`src/rtl/tu_sched_pkg.sv`:
```
package tu_sched_pkg;
  localparam int TU_W       = 7;
  localparam int MIN_W      = 8;
  localparam int FRAC_W     = 10;
  localparam int WAIT_W     = 8;
  localparam int FRAC_ONE   = 1000;
  localparam int TU_LO      = 32;
  localparam int TU_HI      = 64;
  localparam int TU_RST     = 64;
  localparam int SMALL_MIN  = 4;
  localparam int SMALL_WAIT = 64;

  typedef enum logic [1:0] {
    FMT_RGB  = 2'd0,
    FMT_422  = 2'd1,
    FMT_LUMA = 2'd2,
    FMT_SPR  = 2'd3
  } fmt_e;

  typedef struct packed {
    logic [TU_W-1:0]   tu;
    logic [MIN_W-1:0]  min_bytes;
    logic [FRAC_W-1:0] frac;
    fmt_e              fmt;
  } cfg_t;
endpackage

```
`src/rtl/tu_cfg_regs.sv`:
```
module tu_cfg_regs
  import tu_sched_pkg::*;
(
  input  logic              clk_i,
  input  logic              rst_ni,
  input  logic              we_i,
  input  logic [TU_W-1:0]   tu_i,
  input  logic [MIN_W-1:0]  min_i,
  input  logic [FRAC_W-1:0] frac_i,
  input  logic [1:0]        fmt_i,
  output cfg_t              cfg_o
);
  cfg_t cfg_q, cfg_d;

  always_comb begin
    cfg_d = cfg_q;
    if (we_i) begin
      if (tu_i < TU_W'(TU_LO))      cfg_d.tu = TU_W'(TU_LO);
      else if (tu_i > TU_W'(TU_HI)) cfg_d.tu = TU_W'(TU_HI);
      else                          cfg_d.tu = tu_i;
      cfg_d.tu[0]     = 1'b0;
      cfg_d.min_bytes = min_i;
      cfg_d.frac      = (frac_i > FRAC_W'(FRAC_ONE - 1)) ? FRAC_W'(FRAC_ONE - 1) : frac_i;
      cfg_d.fmt       = fmt_e'(fmt_i);
    end
  end

  always_ff @(posedge clk_i or negedge rst_ni) begin
    if (!rst_ni) begin
      cfg_q.tu        <= TU_W'(TU_RST);
      cfg_q.min_bytes <= '0;
      cfg_q.frac      <= '0;
      cfg_q.fmt       <= FMT_RGB;
    end else begin
      cfg_q <= cfg_d;
    end
  end

  assign cfg_o = cfg_q;

  p_tu_range_r1: assert property (@(posedge clk_i) disable iff (!rst_ni)
    (cfg_q.tu >= TU_W'(TU_LO)) && (cfg_q.tu <= TU_W'(TU_HI)));
  p_tu_even_r2: assert property (@(posedge clk_i) disable iff (!rst_ni)
    we_i |=> (cfg_q.tu[0] == 1'b0));
  p_frac_cap_r3: assert property (@(posedge clk_i) disable iff (!rst_ni)
    we_i |=> (cfg_q.frac < FRAC_W'(FRAC_ONE)));
endmodule

```
`src/rtl/tu_wait_calc.sv`:
```
module tu_wait_calc
  import tu_sched_pkg::*;
(
  input  cfg_t              cfg_i,
  output logic [WAIT_W-1:0] wait_o
);
  logic [MIN_W-1:0] tu_ext, diff;

  always_comb begin
    tu_ext = MIN_W'(cfg_i.tu);
    diff   = (cfg_i.min_bytes >= tu_ext) ? '0 : tu_ext - cfg_i.min_bytes;
    if (cfg_i.min_bytes <= MIN_W'(SMALL_MIN)) begin
      wait_o = WAIT_W'(SMALL_WAIT);
    end else begin
      unique case (cfg_i.fmt)
        FMT_422:  wait_o = WAIT_W'(diff >> 1);
        FMT_LUMA: wait_o = WAIT_W'(diff / MIN_W'(3));
        default:  wait_o = WAIT_W'(diff);
      endcase
    end
  end
endmodule

```
`src/rtl/tu_frac_acc.sv`:
```
module tu_frac_acc
  import tu_sched_pkg::*;
(
  input  logic              clk_i,
  input  logic              rst_ni,
  input  logic              clear_i,
  input  logic              step_i,
  input  logic [FRAC_W-1:0] frac_i,
  input  logic [MIN_W-1:0]  min_i,
  input  logic [TU_W-1:0]   tu_i,
  output logic [TU_W-1:0]   data_o,
  output logic [TU_W-1:0]   stuff_o
);
  localparam int SUM_W = FRAC_W + 1;
  localparam int RAW_W = MIN_W + 1;

  logic [FRAC_W-1:0] acc_q;
  logic [SUM_W-1:0]  sum;
  logic              carry;
  logic [RAW_W-1:0]  raw;

  always_comb begin
    sum     = {1'b0, acc_q} + {1'b0, frac_i};
    carry   = (sum >= SUM_W'(FRAC_ONE));
    raw     = {1'b0, min_i} + RAW_W'(carry);
    data_o  = (raw > RAW_W'(tu_i)) ? tu_i : TU_W'(raw);
    stuff_o = tu_i - data_o;
  end

  always_ff @(posedge clk_i or negedge rst_ni) begin
    if (!rst_ni)      acc_q <= '0;
    else if (clear_i) acc_q <= '0;
    else if (step_i)  acc_q <= carry ? FRAC_W'(sum - SUM_W'(FRAC_ONE)) : FRAC_W'(sum);
  end

  p_acc_bound_r7: assert property (@(posedge clk_i) disable iff (!rst_ni)
    acc_q < FRAC_W'(FRAC_ONE));
  p_acc_clear_r8: assert property (@(posedge clk_i) disable iff (!rst_ni)
    clear_i |=> (acc_q == '0));
  p_acc_hold_r7: assert property (@(posedge clk_i) disable iff (!rst_ni)
    (!clear_i && !step_i) |=> $stable(acc_q));
endmodule

```
`src/rtl/tu_sched.sv`:
```
module tu_sched
  import tu_sched_pkg::*;
(
  input  logic              clk_i,
  input  logic              rst_ni,
  input  logic              cfg_we_i,
  input  logic [TU_W-1:0]   cfg_tu_size_i,
  input  logic [MIN_W-1:0]  cfg_min_bytes_i,
  input  logic [FRAC_W-1:0] cfg_frac_i,
  input  logic [1:0]        cfg_fmt_i,
  input  logic              sol_i,
  output logic              unit_valid_o,
  output logic [TU_W-1:0]   data_bytes_o,
  output logic [TU_W-1:0]   stuff_bytes_o,
  output logic [WAIT_W-1:0] wait_cnt_o
);
  cfg_t              cfg;
  logic [WAIT_W-1:0] wait_val, wait_q;
  logic              active_q;

  tu_cfg_regs u_cfg (
    .clk_i  (clk_i),
    .rst_ni (rst_ni),
    .we_i   (cfg_we_i),
    .tu_i   (cfg_tu_size_i),
    .min_i  (cfg_min_bytes_i),
    .frac_i (cfg_frac_i),
    .fmt_i  (cfg_fmt_i),
    .cfg_o  (cfg)
  );

  tu_wait_calc u_wait (
    .cfg_i  (cfg),
    .wait_o (wait_val)
  );

  always_ff @(posedge clk_i or negedge rst_ni) begin
    if (!rst_ni) begin
      wait_q   <= '0;
      active_q <= 1'b0;
    end else if (sol_i) begin
      wait_q   <= wait_val;
      active_q <= 1'b1;
    end else if (wait_q != '0) begin
      wait_q   <= wait_q - 1'b1;
    end
  end

  assign unit_valid_o = active_q && (wait_q == '0);
  assign wait_cnt_o   = wait_q;

  tu_frac_acc u_acc (
    .clk_i   (clk_i),
    .rst_ni  (rst_ni),
    .clear_i (sol_i),
    .step_i  (unit_valid_o && !sol_i),
    .frac_i  (cfg.frac),
    .min_i   (cfg.min_bytes),
    .tu_i    (cfg.tu),
    .data_o  (data_bytes_o),
    .stuff_o (stuff_bytes_o)
  );

  p_wait_dec_r5: assert property (@(posedge clk_i) disable iff (!rst_ni)
    (!sol_i && wait_q != '0) |=> (wait_q == WAIT_W'($past(wait_q) - 1'b1)));
  p_no_unit_in_wait_r5: assert property (@(posedge clk_i) disable iff (!rst_ni)
    (wait_q != '0) |-> !unit_valid_o);
  p_split_r9: assert property (@(posedge clk_i) disable iff (!rst_ni)
    unit_valid_o |-> ((data_bytes_o + stuff_bytes_o) == cfg.tu));
  p_data_cap_r9: assert property (@(posedge clk_i) disable iff (!rst_ni)
    data_bytes_o <= cfg.tu);
  p_sol_load_r5: assert property (@(posedge clk_i) disable iff (!rst_ni)
    sol_i |=> (wait_q == $past(wait_val)));
endmodule

```
`config.mk`:
```
export PLATFORM = sky130hd
export DESIGN_NAME = tu_sched
export DESIGN_NICKNAME = d
export VERILOG_FILES = /design/src/rtl/tu_sched_pkg.sv /design/src/rtl/tu_cfg_regs.sv /design/src/rtl/tu_wait_calc.sv /design/src/rtl/tu_frac_acc.sv /design/src/rtl/tu_sched.sv
export SDC_FILE = /design/constraint.sdc
export NUM_CORES = 1
export LEC_CHECK = 0
export BUFFER_PORTS_ARGS = -buffer_cell sky130_fd_sc_hd__buf_2
export CORE_UTILIZATION = 30
export DETAILED_ROUTE_END_ITERATION = 10
export PLACE_DENSITY_LB_ADDON = 0.15
export SLEW_MARGIN = 25
export SYNTH_ARGS = -nofsm -noshare
export SYNTH_HDL_FRONTEND = slang
export SYNTH_HIERARCHICAL = 1
export SYNTH_SLANG_ARGS = --single-unit
```
`constraint.sdc`:
```
create_clock -name clk_i -period 15 [get_ports clk_i]
set_input_delay 1.5 -clock clk_i [delete_from_list [all_inputs] [get_ports clk_i]]
set_output_delay 1.5 -clock clk_i [all_outputs]
set_load 0.01 [all_outputs]
```
==> metrics.log <==
INFO  metric maxCapViolCount = 0
INFO  metric drt_iter0_markers = 235
INFO  metric clk_sink_count = 45
INFO  metric cts_hold_buffers = 0
INFO  metric timing.final.hold_violations = 0
INFO  metric num-nets-final = 623
INFO  metric detailedPlacementHpwl = 8860 um
INFO  metric drt_wl_total = 11,400 um
INFO  metric postCtsSetupBuffers = 0
INFO  metric power.density_cell_area = about 120 nW/um2
INFO  metric worst-r2r-setup-slack = 10.76 ns
INFO  metric total_of_fill_cells_in_the_finished_design = 1,572
INFO  metric postSynth.topFlopCell = sky130_fd_sc_hd__dfrtp_1
INFO  metric worstPathMaxFanout = 18
INFO  metric timing.final.max_slew_violations = 0
INFO  metric via_count = about 3,900
INFO  metric core_area = 14,800 um2
INFO  metric io-pin-count = 54
INFO  metric die_h = 126 um
INFO  metric critPathRequiredTime = 13.50 ns
INFO  metric worstMarginPinSlew = 0.862 ns
INFO  metric number_of_cts_inserted_buffers = 5
INFO  metric syn-instance-count = between 500 and 600
INFO  metric finish.cell_count_without_fillers = about 740
INFO  metric max_clock_freq = roughly 110 MHz
INFO  metric status = finished clean
INFO  metric holdPathStages = 1
INFO  metric crit_slowest_cell = sky130_fd_sc_hd__a2111oi_4
INFO  metric syn_to_final_growth = 11.1%
INFO  metric start_util = 31.3%
INFO  metric antenna-diode-count = 0
INFO  metric grt_use_total = 14.6%
INFO  metric reg2reg_depth = 18
INFO  metric grt_max_degree = 46
INFO  metric syn-mean-instance-area = just over 9 um2
INFO  metric slew_headroom = 42.6%
INFO  metric area.sequential = approximately 1100 um2
INFO  metric ir_worst_vdd = 0.0432 mV
INFO  metric final_min_period_over_clock_period = 58.8%
INFO  metric cellLeakagePower = 0.00234 uW
INFO  metric drc = 0
INFO  metric timing.critical_path.mode_cell = sky130_fd_sc_hd__ha_1
INFO  metric routedWlPerCell = 15.5 um
INFO  metric fin_area = 5130 um2
INFO  metric fp.dieArea = 15,900 um2
INFO  metric grt_pass1_vias = ~3,700
INFO  metric synthesis_stage_register_bit_count = 45
INFO  metric detail_route.vias_per_cell = 5.26
INFO  metric layout_min_cycle_time = 8.82 ns
INFO  metric cts-root-to-sink-buffers = 2
INFO  metric critical_path_arrival = around 7.3 ns
INFO  metric standard_cell_rows = 44
INFO  metric worst_setup_hold_path_clk_slew = 0.08 ns
INFO  metric multi_input_comb_area = around 3200 um2
INFO  metric fin_worst_skew = 0.0138 ns
INFO  metric number_of_enable_flip_flop_cells_after_synthesis = 0
INFO  metric most-common-layout-cells = sky130_fd_sc_hd__buf_2, sky130_fd_sc_hd__inv_1, sky130_fd_sc_hd__dfrtp_1
INFO  metric crit_type = reg2out
INFO  metric grt_pass1_wl = 18,800 um
INFO  metric dpl-instance-area = just under 5000 um2
INFO  metric max_stage_delay = 0.55 ns
INFO  metric ys_seq_area_share = around a quarter
INFO  metric cts_tree = yes
INFO  metric critical_path_endpoint_category = output port
INFO  metric setup_total_negative_slack = 0 ns
INFO  metric rsz0062_at_grt = no
INFO  metric globalRoute.totalOverflow = 0
INFO  metric number_of_cells_upsized_or_downsized_after_cts = 0
INFO  metric portBuffers = 52
INFO  metric synth_area = 4620 um2
INFO  metric routabilityCongestion = 0.774
INFO  metric die_width = 126 um
INFO  metric fin_ws = 6.18 ns
INFO  metric proportion_of_layout_cells_with_a_drive_suffix_above_1 = ~21%
INFO  metric antenna_found_initial = 0
INFO  metric mostFrequentLayoutCell = sky130_fd_sc_hd__buf_2
INFO  metric detailedPlace.worstSlack = 6.59 ns
INFO  metric drt-pass1-iter-count = 4
INFO  metric start_kind = flip-flop
INFO  metric drt.antenna.violating_nets = 0
INFO  metric setup-violations-final = 0
INFO  metric postSynth.asyncResetShare = 100%
INFO  metric synth.yosys.warnings = 6
INFO  metric syn-num-nets = 579
INFO  metric placed_cells = between 700 and 800
INFO  metric clockRootBuffer = sky130_fd_sc_hd__clkbuf_16
INFO  metric synth.lib_cells_used.distinct = 91
INFO  metric cts_htree_levels = 2
INFO  metric worstSkewPairLatency = 0.30 ns
INFO  metric hold_path.class = reg2reg
-- cells in the mapped netlist, drive strengths merged, types with 5 or more instances --
| cell | number | share of area [%] |
|---|---|---|
| nand2b | 5 | 0.68 |
| xnor2 | 17 | 3.4 |
| a211o | 5 | 0.98 |
| nand3 | 14 | 1.6 |
| nor4 | 5 | 0.68 |
| nand4 | 5 | 0.68 |
| inv | 45 | 3.7 |
| a21oi | 31 | 3.6 |
| a221oi | 8 | 2.2 |
| nor3 | 12 | 1.4 |
| o211a | 5 | 1.1 |
| clkbuf | 6 | 0.70 |
| or4 | 5 | 0.98 |
| mux2i | 12 | 2.6 |
| nor2b | 5 | 0.84 |
| o211ai | 10 | 2.1 |
| nor2 | 37 | 3.0 |
| mux2 | 18 | 5.5 |
| nand2 | 31 | 2.5 |
| ha | 36 | 9.8 |
| xor2 | 12 | 3.0 |
| o21a | 7 | 1.1 |
| o21ai | 29 | 3.3 |
| a21o | 12 | 2.0 |
| o31ai | 6 | 1.3 |
| a211oi | 7 | 1.2 |
| or3 | 5 | 0.68 |
| o22ai | 9 | 1.2 |
| buf | 11 | 2.8 |
| dfrtp | 44 | 24 |
-- metal layers --
metal  vias to the layer above  part of all wire (%)  track usage, %
met3                         5                   2.8            2.17
met4                         0                  0.59            2.55
met1                      1851                    51            20.4
met2                        61                    45            24.1
li1                       1966                     -               -
met5                         -                     0               0
-- power breakdown --
part	internal, uW	total, uW	switching [uW]
Clock	79.5	131	51.8
Combinational	147	346	199
Sequential	140	163	23.6
-- per-stage QoR --
| step | util [%] | hold WS (ns) | total power [uW] |
|---|---|---|---|
| finish | 34.8 | 0.470 | 640 |
| global route | 34.8 | 0.492 | 690 |
| CTS | 34.8 | 0.476 | 645 |
| detailed placement | 33.6 | 0.459 | 510 |
| global placement | 33.6 | 0.446 | 506 |
| floorplan | - | 0.427 | 429 |
-- area by class of cell --
| cell class | instances | area share (%) |
|---|---|---|
| Tap cell | 184 | 4.49 |
| Multi-Input combinational cell | 402 | 61.6 |
| Clock buffer | 6 | 2.51 |
| Inverter | 45 | 3.29 |
| Clock inverter | 2 | 0.756 |
| Sequential cell | 45 | 22.0 |
| Timing Repair Buffer | 54 | 5.37 |
-- path summary, 6_finish.rpt --
kind,start,endpoint
max,u_cfg/cfg_o[2],stuff_bytes_o[6]
min,active_q,active_q
max reg2reg,u_cfg/cfg_o[13],wait_cnt_o[0]
min reg2reg,active_q,active_q
max in group asynchronous,rst_ni,u_cfg/cfg_o[11]
min in group asynchronous,rst_ni,u_acc/acc_q[0]
-- flip-flops by register name, indices dropped and copies added (netlist names) --
signal,count
u_acc/acc_q,10
u_cfg/cfg_o,26
wait_cnt_o,8
active_q,1
-- worst max-delay path: cells and delay by family, from the launching register on --
family                   cells  cell delay [ns]
AO/OA/AOI/OAI               10             2.51
adder cells (fa/ha/maj)      6             1.84
AND/OR/NAND/NOR              4             0.96
XOR/XNOR                     3             0.71
buffers and inverters        5             0.62
flip-flops                   1             0.37
-- kinds of logic (layout without fill, tap and decap cells) --
| kind of cell | after synthesis | count (layout) | share of synthesized area (%) |
|---|---|---|---|
| mux | 30 | 30 | 8.13 |
| buf+inv | 62 | 107 | 7.13 |
| other cells | 1 | 1 | 0.0812 |
| compound gates | 157 | 157 | 25.9 |
| fa+ha+maj | 40 | 40 | 11.3 |
| xor+xnor | 29 | 29 | 6.40 |
| flops | 45 | 45 | 24.4 |
| simple gates | 145 | 145 | 16.7 |
Power figures use the tool's default switching activity.
